**src/rtl/sched_pkg.sv**
```systemverilog
// Shared definitions for the task scheduler: command opcodes.
// Assumes opcodes are carried on a 2-bit command field.
package sched_pkg;

    typedef enum logic [1:0] {
        OP_RUN    = 2'd0,
        OP_CONFIG = 2'd1,
        OP_ADD    = 2'd2,
        OP_CHECK  = 2'd3
    } sched_op_e;

endpackage

```
**src/rtl/sorted_queue.sv**
```systemverilog
// Small sorted register queue. Entries are held in key order: descending
// when ASCEND is 0, ascending when ASCEND is 1. Equal keys keep arrival
// order. One insert or one pop per cycle; the caller never asks for both,
// inserts into a full queue and pops of an empty queue are ignored.
module sorted_queue #(
    parameter int DEPTH  = 4,
    parameter int KEY_W  = 4,
    parameter int DATA_W = 4,
    parameter bit ASCEND = 1'b0
) (
    input  logic              clk,
    input  logic              rst_n,
    input  logic              ins_en,
    input  logic [KEY_W-1:0]  ins_key,
    input  logic [DATA_W-1:0] ins_data,
    input  logic              pop_en,
    output logic              head_valid,
    output logic [KEY_W-1:0]  head_key,
    output logic [DATA_W-1:0] head_data,
    output logic              full
);
    localparam int CNT_W = $clog2(DEPTH + 1);

    logic [KEY_W-1:0]  key_q  [DEPTH];
    logic [DATA_W-1:0] data_q [DEPTH];
    logic [KEY_W-1:0]  key_n  [DEPTH];
    logic [DATA_W-1:0] data_n [DEPTH];
    logic [CNT_W-1:0]  count_q;
    logic [DEPTH-1:0]  ahead;

    assign full       = (count_q == CNT_W'(DEPTH));
    assign head_valid = (count_q != '0);
    assign head_key   = key_q[0];
    assign head_data  = data_q[0];

    for (genvar i = 0; i < DEPTH; i++) begin : g_slot
        logic              prev_ahead;
        logic [KEY_W-1:0]  prev_key;
        logic [DATA_W-1:0] prev_data;
        logic [KEY_W-1:0]  nxt_key;
        logic [DATA_W-1:0] nxt_data;

        // Slot keeps its place in front of a newcomer with equal key
        if (ASCEND) begin : g_asc
            assign ahead[i] = (CNT_W'(i) < count_q) && (key_q[i] <= ins_key);
        end else begin : g_desc
            assign ahead[i] = (CNT_W'(i) < count_q) && (key_q[i] >= ins_key);
        end

        if (i == 0) begin : g_first
            assign prev_ahead = 1'b1;
            assign prev_key   = ins_key;
            assign prev_data  = ins_data;
        end else begin : g_rest
            assign prev_ahead = ahead[i-1];
            assign prev_key   = key_q[i-1];
            assign prev_data  = data_q[i-1];
        end

        if (i == DEPTH - 1) begin : g_last
            assign nxt_key  = key_q[i];
            assign nxt_data = data_q[i];
        end else begin : g_mid
            assign nxt_key  = key_q[i+1];
            assign nxt_data = data_q[i+1];
        end

        // Next content of this slot: shift down on pop, open a gap on insert
        always_comb begin
            key_n[i]  = key_q[i];
            data_n[i] = data_q[i];
            if (pop_en) begin
                key_n[i]  = nxt_key;
                data_n[i] = nxt_data;
            end else if (ins_en && !full && !ahead[i]) begin
                key_n[i]  = prev_ahead ? ins_key  : prev_key;
                data_n[i] = prev_ahead ? ins_data : prev_data;
            end
        end
    end

    // Register all slots and the occupancy count
    always_ff @(posedge clk) begin
        if (!rst_n) begin
            count_q <= '0;
            for (int k = 0; k < DEPTH; k++) begin
                key_q[k]  <= '0;
                data_q[k] <= '0;
            end
        end else begin
            for (int k = 0; k < DEPTH; k++) begin
                key_q[k]  <= key_n[k];
                data_q[k] <= data_n[k];
            end
            if (pop_en && head_valid)
                count_q <= count_q - 1'b1;
            else if (ins_en && !pop_en && !full)
                count_q <= count_q + 1'b1;
        end
    end

endmodule

```
**src/rtl/tick_timer.sv**
```systemverilog
// Elapsed-tick counter with a runtime-programmable prescaler. Counting
// begins after the first start pulse; a divisor load restarts the
// prescaler and takes precedence over counting in that cycle.
module tick_timer #(
    parameter int TIME_W  = 16,
    parameter int DEF_DIV = 4
) (
    input  logic              clk,
    input  logic              rst_n,
    input  logic              start,
    input  logic              div_load,
    input  logic [TIME_W-1:0] div_val,
    output logic [TIME_W-1:0] now
);
    logic              run_q;
    logic [TIME_W-1:0] div_q;
    logic [TIME_W-1:0] pre_q;

    // Prescale system clocks into ticks and count ticks
    always_ff @(posedge clk) begin
        if (!rst_n) begin
            run_q <= 1'b0;
            div_q <= TIME_W'(DEF_DIV);
            pre_q <= '0;
            now   <= '0;
        end else begin
            run_q <= run_q | start;
            if (div_load) begin
                div_q <= (div_val == '0) ? TIME_W'(1) : div_val;
                pre_q <= '0;
            end else if (run_q) begin
                if (pre_q == div_q - 1'b1) begin
                    pre_q <= '0;
                    now   <= now + 1'b1;
                end else begin
                    pre_q <= pre_q + 1'b1;
                end
            end
        end
    end

endmodule

```
**src/rtl/task_sched_core.sv**
```systemverilog
// Scheduling coprocessor top. Decodes one command per cycle, keeps a
// priority-ordered ready queue and a wake-time-ordered sleep queue, and
// moves due sleepers to the ready queue in hardware. A promotion owns
// both queues for its cycle, so commands are held off while one is due.
module task_sched_core #(
    parameter int ID_W    = 4,
    parameter int PRIO_W  = 4,
    parameter int TIME_W  = 16,
    parameter int DEPTH   = 4,
    parameter int DEF_DIV = 4
) (
    input  logic              clk,
    input  logic              rst_n,
    input  logic              cmd_valid,
    output logic              cmd_ready,
    input  logic [1:0]        cmd_op,
    input  logic [ID_W-1:0]   cmd_id,
    input  logic [PRIO_W-1:0] cmd_prio,
    input  logic [TIME_W-1:0] cmd_arg,
    output logic              resp_valid,
    output logic [ID_W-1:0]   resp_id,
    output logic              resp_flag,
    output logic              resp_err,
    output logic [TIME_W-1:0] now_ticks
);
    import sched_pkg::*;

    localparam int SLP_DW = PRIO_W + ID_W;

    sched_op_e         op;
    logic              acc, promote;
    logic              add_now, add_later;
    logic              rdy_ins, rdy_pop, rdy_hv, rdy_full;
    logic [PRIO_W-1:0] rdy_ins_key, rdy_hkey;
    logic [ID_W-1:0]   rdy_ins_data, rdy_hdata;
    logic              slp_ins, slp_hv, slp_full;
    logic [TIME_W-1:0] slp_hkey;
    logic [SLP_DW-1:0] slp_hdata;
    logic              run_busy;
    logic [PRIO_W-1:0] run_prio;
    logic              preempt;

    assign op        = sched_op_e'(cmd_op);
    assign promote   = slp_hv && (slp_hkey <= now_ticks) && !rdy_full;
    assign cmd_ready = !promote;
    assign acc       = cmd_valid && cmd_ready;
    assign add_now   = acc && (op == OP_ADD) && (cmd_arg == '0);
    assign add_later = acc && (op == OP_ADD) && (cmd_arg != '0);

    // Ready queue feed: promotion or immediate add
    assign rdy_ins      = promote || (add_now && !rdy_full);
    assign rdy_ins_key  = promote ? slp_hdata[SLP_DW-1:ID_W] : cmd_prio;
    assign rdy_ins_data = promote ? slp_hdata[ID_W-1:0]      : cmd_id;
    assign rdy_pop      = acc && (op == OP_RUN) && rdy_hv;
    assign slp_ins      = add_later && !slp_full;

    assign preempt = rdy_hv && (!run_busy || (rdy_hkey > run_prio));

    tick_timer #(.TIME_W(TIME_W), .DEF_DIV(DEF_DIV)) u_timer (
        .clk(clk), .rst_n(rst_n),
        .start(acc && (op == OP_RUN)),
        .div_load(acc && (op == OP_CONFIG)),
        .div_val(cmd_arg),
        .now(now_ticks)
    );

    sorted_queue #(.DEPTH(DEPTH), .KEY_W(PRIO_W), .DATA_W(ID_W), .ASCEND(1'b0)) u_ready (
        .clk(clk), .rst_n(rst_n),
        .ins_en(rdy_ins), .ins_key(rdy_ins_key), .ins_data(rdy_ins_data),
        .pop_en(rdy_pop),
        .head_valid(rdy_hv), .head_key(rdy_hkey), .head_data(rdy_hdata),
        .full(rdy_full)
    );

    sorted_queue #(.DEPTH(DEPTH), .KEY_W(TIME_W), .DATA_W(SLP_DW), .ASCEND(1'b1)) u_sleep (
        .clk(clk), .rst_n(rst_n),
        .ins_en(slp_ins), .ins_key(now_ticks + cmd_arg), .ins_data({cmd_prio, cmd_id}),
        .pop_en(promote),
        .head_valid(slp_hv), .head_key(slp_hkey), .head_data(slp_hdata),
        .full(slp_full)
    );

    // Track the priority of the task last handed to the processor
    always_ff @(posedge clk) begin
        if (!rst_n) begin
            run_busy <= 1'b0;
            run_prio <= '0;
        end else if (acc && (op == OP_RUN)) begin
            run_busy <= rdy_hv;
            run_prio <= rdy_hv ? rdy_hkey : '0;
        end
    end

    // Register the one-cycle command response
    always_ff @(posedge clk) begin
        if (!rst_n) begin
            resp_valid <= 1'b0;
            resp_id    <= '0;
            resp_flag  <= 1'b0;
            resp_err   <= 1'b0;
        end else begin
            resp_valid <= acc;
            resp_id    <= '0;
            resp_flag  <= 1'b0;
            resp_err   <= 1'b0;
            if (acc) begin
                unique case (op)
                    OP_RUN: begin
                        resp_id  <= rdy_hv ? rdy_hdata : '0;
                        resp_err <= !rdy_hv;
                    end
                    OP_CHECK: resp_flag <= preempt;
                    OP_ADD:   resp_err  <= (add_now && rdy_full) || (add_later && slp_full);
                    default:  ;
                endcase
            end
        end
    end

endmodule

```
**config.mk**
```make
export PLATFORM = sky130hd
export DESIGN_NAME = task_sched_core
export DESIGN_NICKNAME = d
export VERILOG_FILES = /design/src/rtl/sched_pkg.sv /design/src/rtl/sorted_queue.sv /design/src/rtl/tick_timer.sv /design/src/rtl/task_sched_core.sv
export SDC_FILE = /design/constraint.sdc
export NUM_CORES = 1
export LEC_CHECK = 0
export BUFFER_PORTS_ARGS = -buffer_cell sky130_fd_sc_hd__buf_2
export CAP_MARGIN = 10
export CORE_MARGIN = 1
export CORE_UTILIZATION = 50
export DETAILED_ROUTE_END_ITERATION = 12
export GPL_TIMING_DRIVEN = 0
export PLACE_DENSITY = 0.76
export SYNTH_ARGS = -nofsm -noshare
export SYNTH_HDL_FRONTEND = slang
export SYNTH_SLANG_ARGS = --single-unit
```
**constraint.sdc**
```tcl
create_clock -name clk -period 13.35 [get_ports clk]
set_clock_uncertainty 0.05 [all_clocks]
set_input_delay 0.6675 -clock clk [delete_from_list [all_inputs] [get_ports clk]]
set_output_delay 0.6675 -clock clk [all_outputs]
set_load 0.03 [all_outputs]
```
==> results.cfg <==
[place]
place_congestion = 1.01
placement.io_buffers = 49
placedCellCount = 1926
place.detailed.hpwl_um = 31000
dpl_cell_area_um2 = 13300

[die]
floorplan.die_area_um2 = 26000
initial_core_util_pct = 51.5
core_area_um2 = 24600
die_x_um = 161
die_height_um = 161
pin_count = 53
placement_row_count = 57

[drt]
route.antenna.remaining_nets = 0
route.detailed.vias_per_inst = 6.40
detailedRoute.firstPassIterationCount = 5
drc = 0
routed_wire_length_per_instance_um = 20.7
wirelength_um = 40500
dr_total_vias = 12500
first_drt_iteration_drcs = 1328

[sta]
fin_tns_setup_ns = 0
setup_viol = 0
post-route-min-period_ns = 6.97
max_clock_freq_ghz = 0.144
final.hold.worst_slack_ns = 0.404
slew_headroom_pct = 23.4
hold_viol_final = 0
final_cycle_share_pct = 52.2
worst_margin_slew_ns = 1.14
grt_setup_unrepaired = false
report.final.slew_viol_count = 0

[critical_path]
cp_data_required_time_ns = 13.69
critPathMaxFanout = 10
worstPathArrival_ns = 7.30
timing.setup.critical_path_class = flop to flop
critical_path.cell_chain = ha_1 > fa_1 > a211oi_1 > o21a_1 > o31a_1 > a21oi_1 > xor2_1 > inv_1 > ha_1 > nand4_1 > nor4_1 > o21ai_0 > and4_1 > o21ai_1 > and2_1 > clkbuf_1 > nand2b_1 > clkbuf_1 > o221ai_1 > a21oi_1
cp-end-kind = flop
slowest_delay_ns = 0.59
cp.buffers_inverters = 3
cp_slowest_cell = sky130_fd_sc_hd__o21ai_1
worst_path_dominant_cell_family = compound AO/OA/AOI/OAI gates
crit_path_start_kind = flop

[clock_tree]
clk_pin_slew_ns = 0.08
htree_levels = 4
clockRootBuffer = sky130_fd_sc_hd__clkbuf_16
postCtsHoldBufs = 0
cts_tree = done
post_cts_buffers = 0
cts_repair_resize_count = 0
clkSinkCount = 195
clock_insertion_delay_worst_skew_ns = 0.45
clockBufferDepth = 2
numCtsBuffers = 17

[power]
cellPowerDensity_nw_per_um2 = 214
power_w = 0.00298
max-vdd-ir-drop_mv = 0.117
power.leakage_nw = 5.72

[global_route]
grt_pass1_wl_um = 63900
grt_remaining_overflow = 0
first_global_vias = 11800
number_of_antenna_violations_at_the_first_check_in_global_routing = 0
grt_usage_pct = 31.3
maximum_number_of_pins_on_one_net_before_global_route_repair = 20

[cells_and_area]
design.final.nets = 1773
share_of_cells_above_drive_strength_1_pct = 7.28
multiInputGateArea_um2 = 8190
fin_cells = 1958
seqCellArea_um2 = 3900
fill_cells = 2258
postLayoutCellArea_um2 = 13900
n_antenna_cell = 0
p_r_area_growth_vs_syn_pct = 9.74

[yosys]
synth-seq-cells = 195
synth-edff-count = 0
ys_seq_area_share_pct = 30.8
synth-main-ff-cell = sky130_fd_sc_hd__dfxtp_1
synth-async-reset-ratio_pct = 0
synthTopCellsByCount = 195 x sky130_fd_sc_hd__dfxtp_1, 175 x sky130_fd_sc_hd__nand2_1, 173 x sky130_fd_sc_hd__nor2_1
synthDominantAreaCellType = sky130_fd_sc_hd__dfxtp_1
syn-instance-count = 1553
synth_area_per_cell_um2 = 8.16
yosys_warnings = 0
synthesis.nets = 1705
synth.distinct_cells = 76
synth.top_cell.area_share_pct = 30.8
synth_area_um2 = 12700
yosysMostFrequentCell = sky130_fd_sc_hd__dfxtp_1
synth_top_cells_by_area = sky130_fd_sc_hd__dfxtp_1 31%, sky130_fd_sc_hd__ha_1 12%, sky130_fd_sc_hd__mux2i_1 5.6%, sky130_fd_sc_hd__nand2_1 5.2%, sky130_fd_sc_hd__nor2_1 5.1%

[run]
max_cap_violations = 0

[status]
run_status = finished, final reports clean

[min_path]
hp-class = flop to flop
## flip-flops by register name, summed over array words and instances (netlist names), 16 cells and up
name / flops
u_sleep.key_q: 64
u_timer.div_q: 16
u_sleep.data_q: 32
u_timer.pre_q: 16
u_ready.key_q: 16
u_ready.data_q: 16
u_timer.now: 16
## path summary, 6_finish.rpt
check	startpoint	to	slack, ns	depth (start not counted)
max	u_timer.now[0]	u_sleep.key_q[0][12]	6.38	20
min	run_busy	run_busy	0.40	1
max reg2reg	u_timer.now[0]	u_sleep.key_q[0][12]	6.38	20
min reg2reg	run_busy	run_busy	0.40	1
## cells by family after synthesis
logic type | after synthesis | synth area share (%)
simple gates | 538 | 19.6
compound gates | 402 | 21.9
buf+inv | 153 | 4.56
mux | 88 | 7.12
flops | 195 | 30.8
fa+ha+maj | 125 | 12.4
xor+xnor | 52 | 3.59
## power breakdown
| part | leakage [nW] | internal [W] | switching (W) |
|---|---|---|---|
| logic | 3.84 | 0.000557 | 0.00106 |
| clock network | 0.287 | 0.000256 | 0.000272 |
| registers | 1.59 | 0.000706 | 0.000130 |
| total | 5.72 | 0.00152 | 0.00146 |
## stage by stage
| stage | setup WS, ns | utilization, % |
|---|---|---|
| finish | 6.38 | 56.5 |
| global placement | 6.33 | 54.2 |
| global route | 6.04 | 56.5 |
| floorplan | 8.29 | - |
| detailed placement | 6.35 | 54.2 |
| CTS | 6.67 | 56.5 |
## metal layers
metal / up-vias / global-route usage (%) / routed length [um]
li1: 5830 / - / -
met1: 5999 / 41.3 / 17200
met2: 581 / 50.2 / 18300
met3: 126 / 4.31 / 3100
met4: 0 / 15.3 / 1920
met5: - / 0 / 0
## cell type report
class / instances / share of cell area (%)
Clock inverter: 13 / 1.02
Timing Repair Buffer: 49 / 1.76
Multi-Input combinational cell: 1205 / 58.9
Sequential cell: 195 / 28.1
Tap cell: 324 / 2.91
Buffer: 87 / 2.37
Inverter: 66 / 1.78
Clock buffer: 19 / 3.18
## placed cells by master (no fill, tap or decap), drive strengths merged, types with 16 or more instances in the layout
cell type,n
o221ai,22
o21ai,53
xor2,21
nor3,29
xnor2,31
clkbuf,95
nand3,39
dfxtp,195
buf,60
mux2i,71
nor2,175
inv,72
a21oi,112
nand2,175
nand4,30
mux2,17
a211oi,58
a21o,16
a311o,16
ha,122
(Power assumes the default switching activity.)
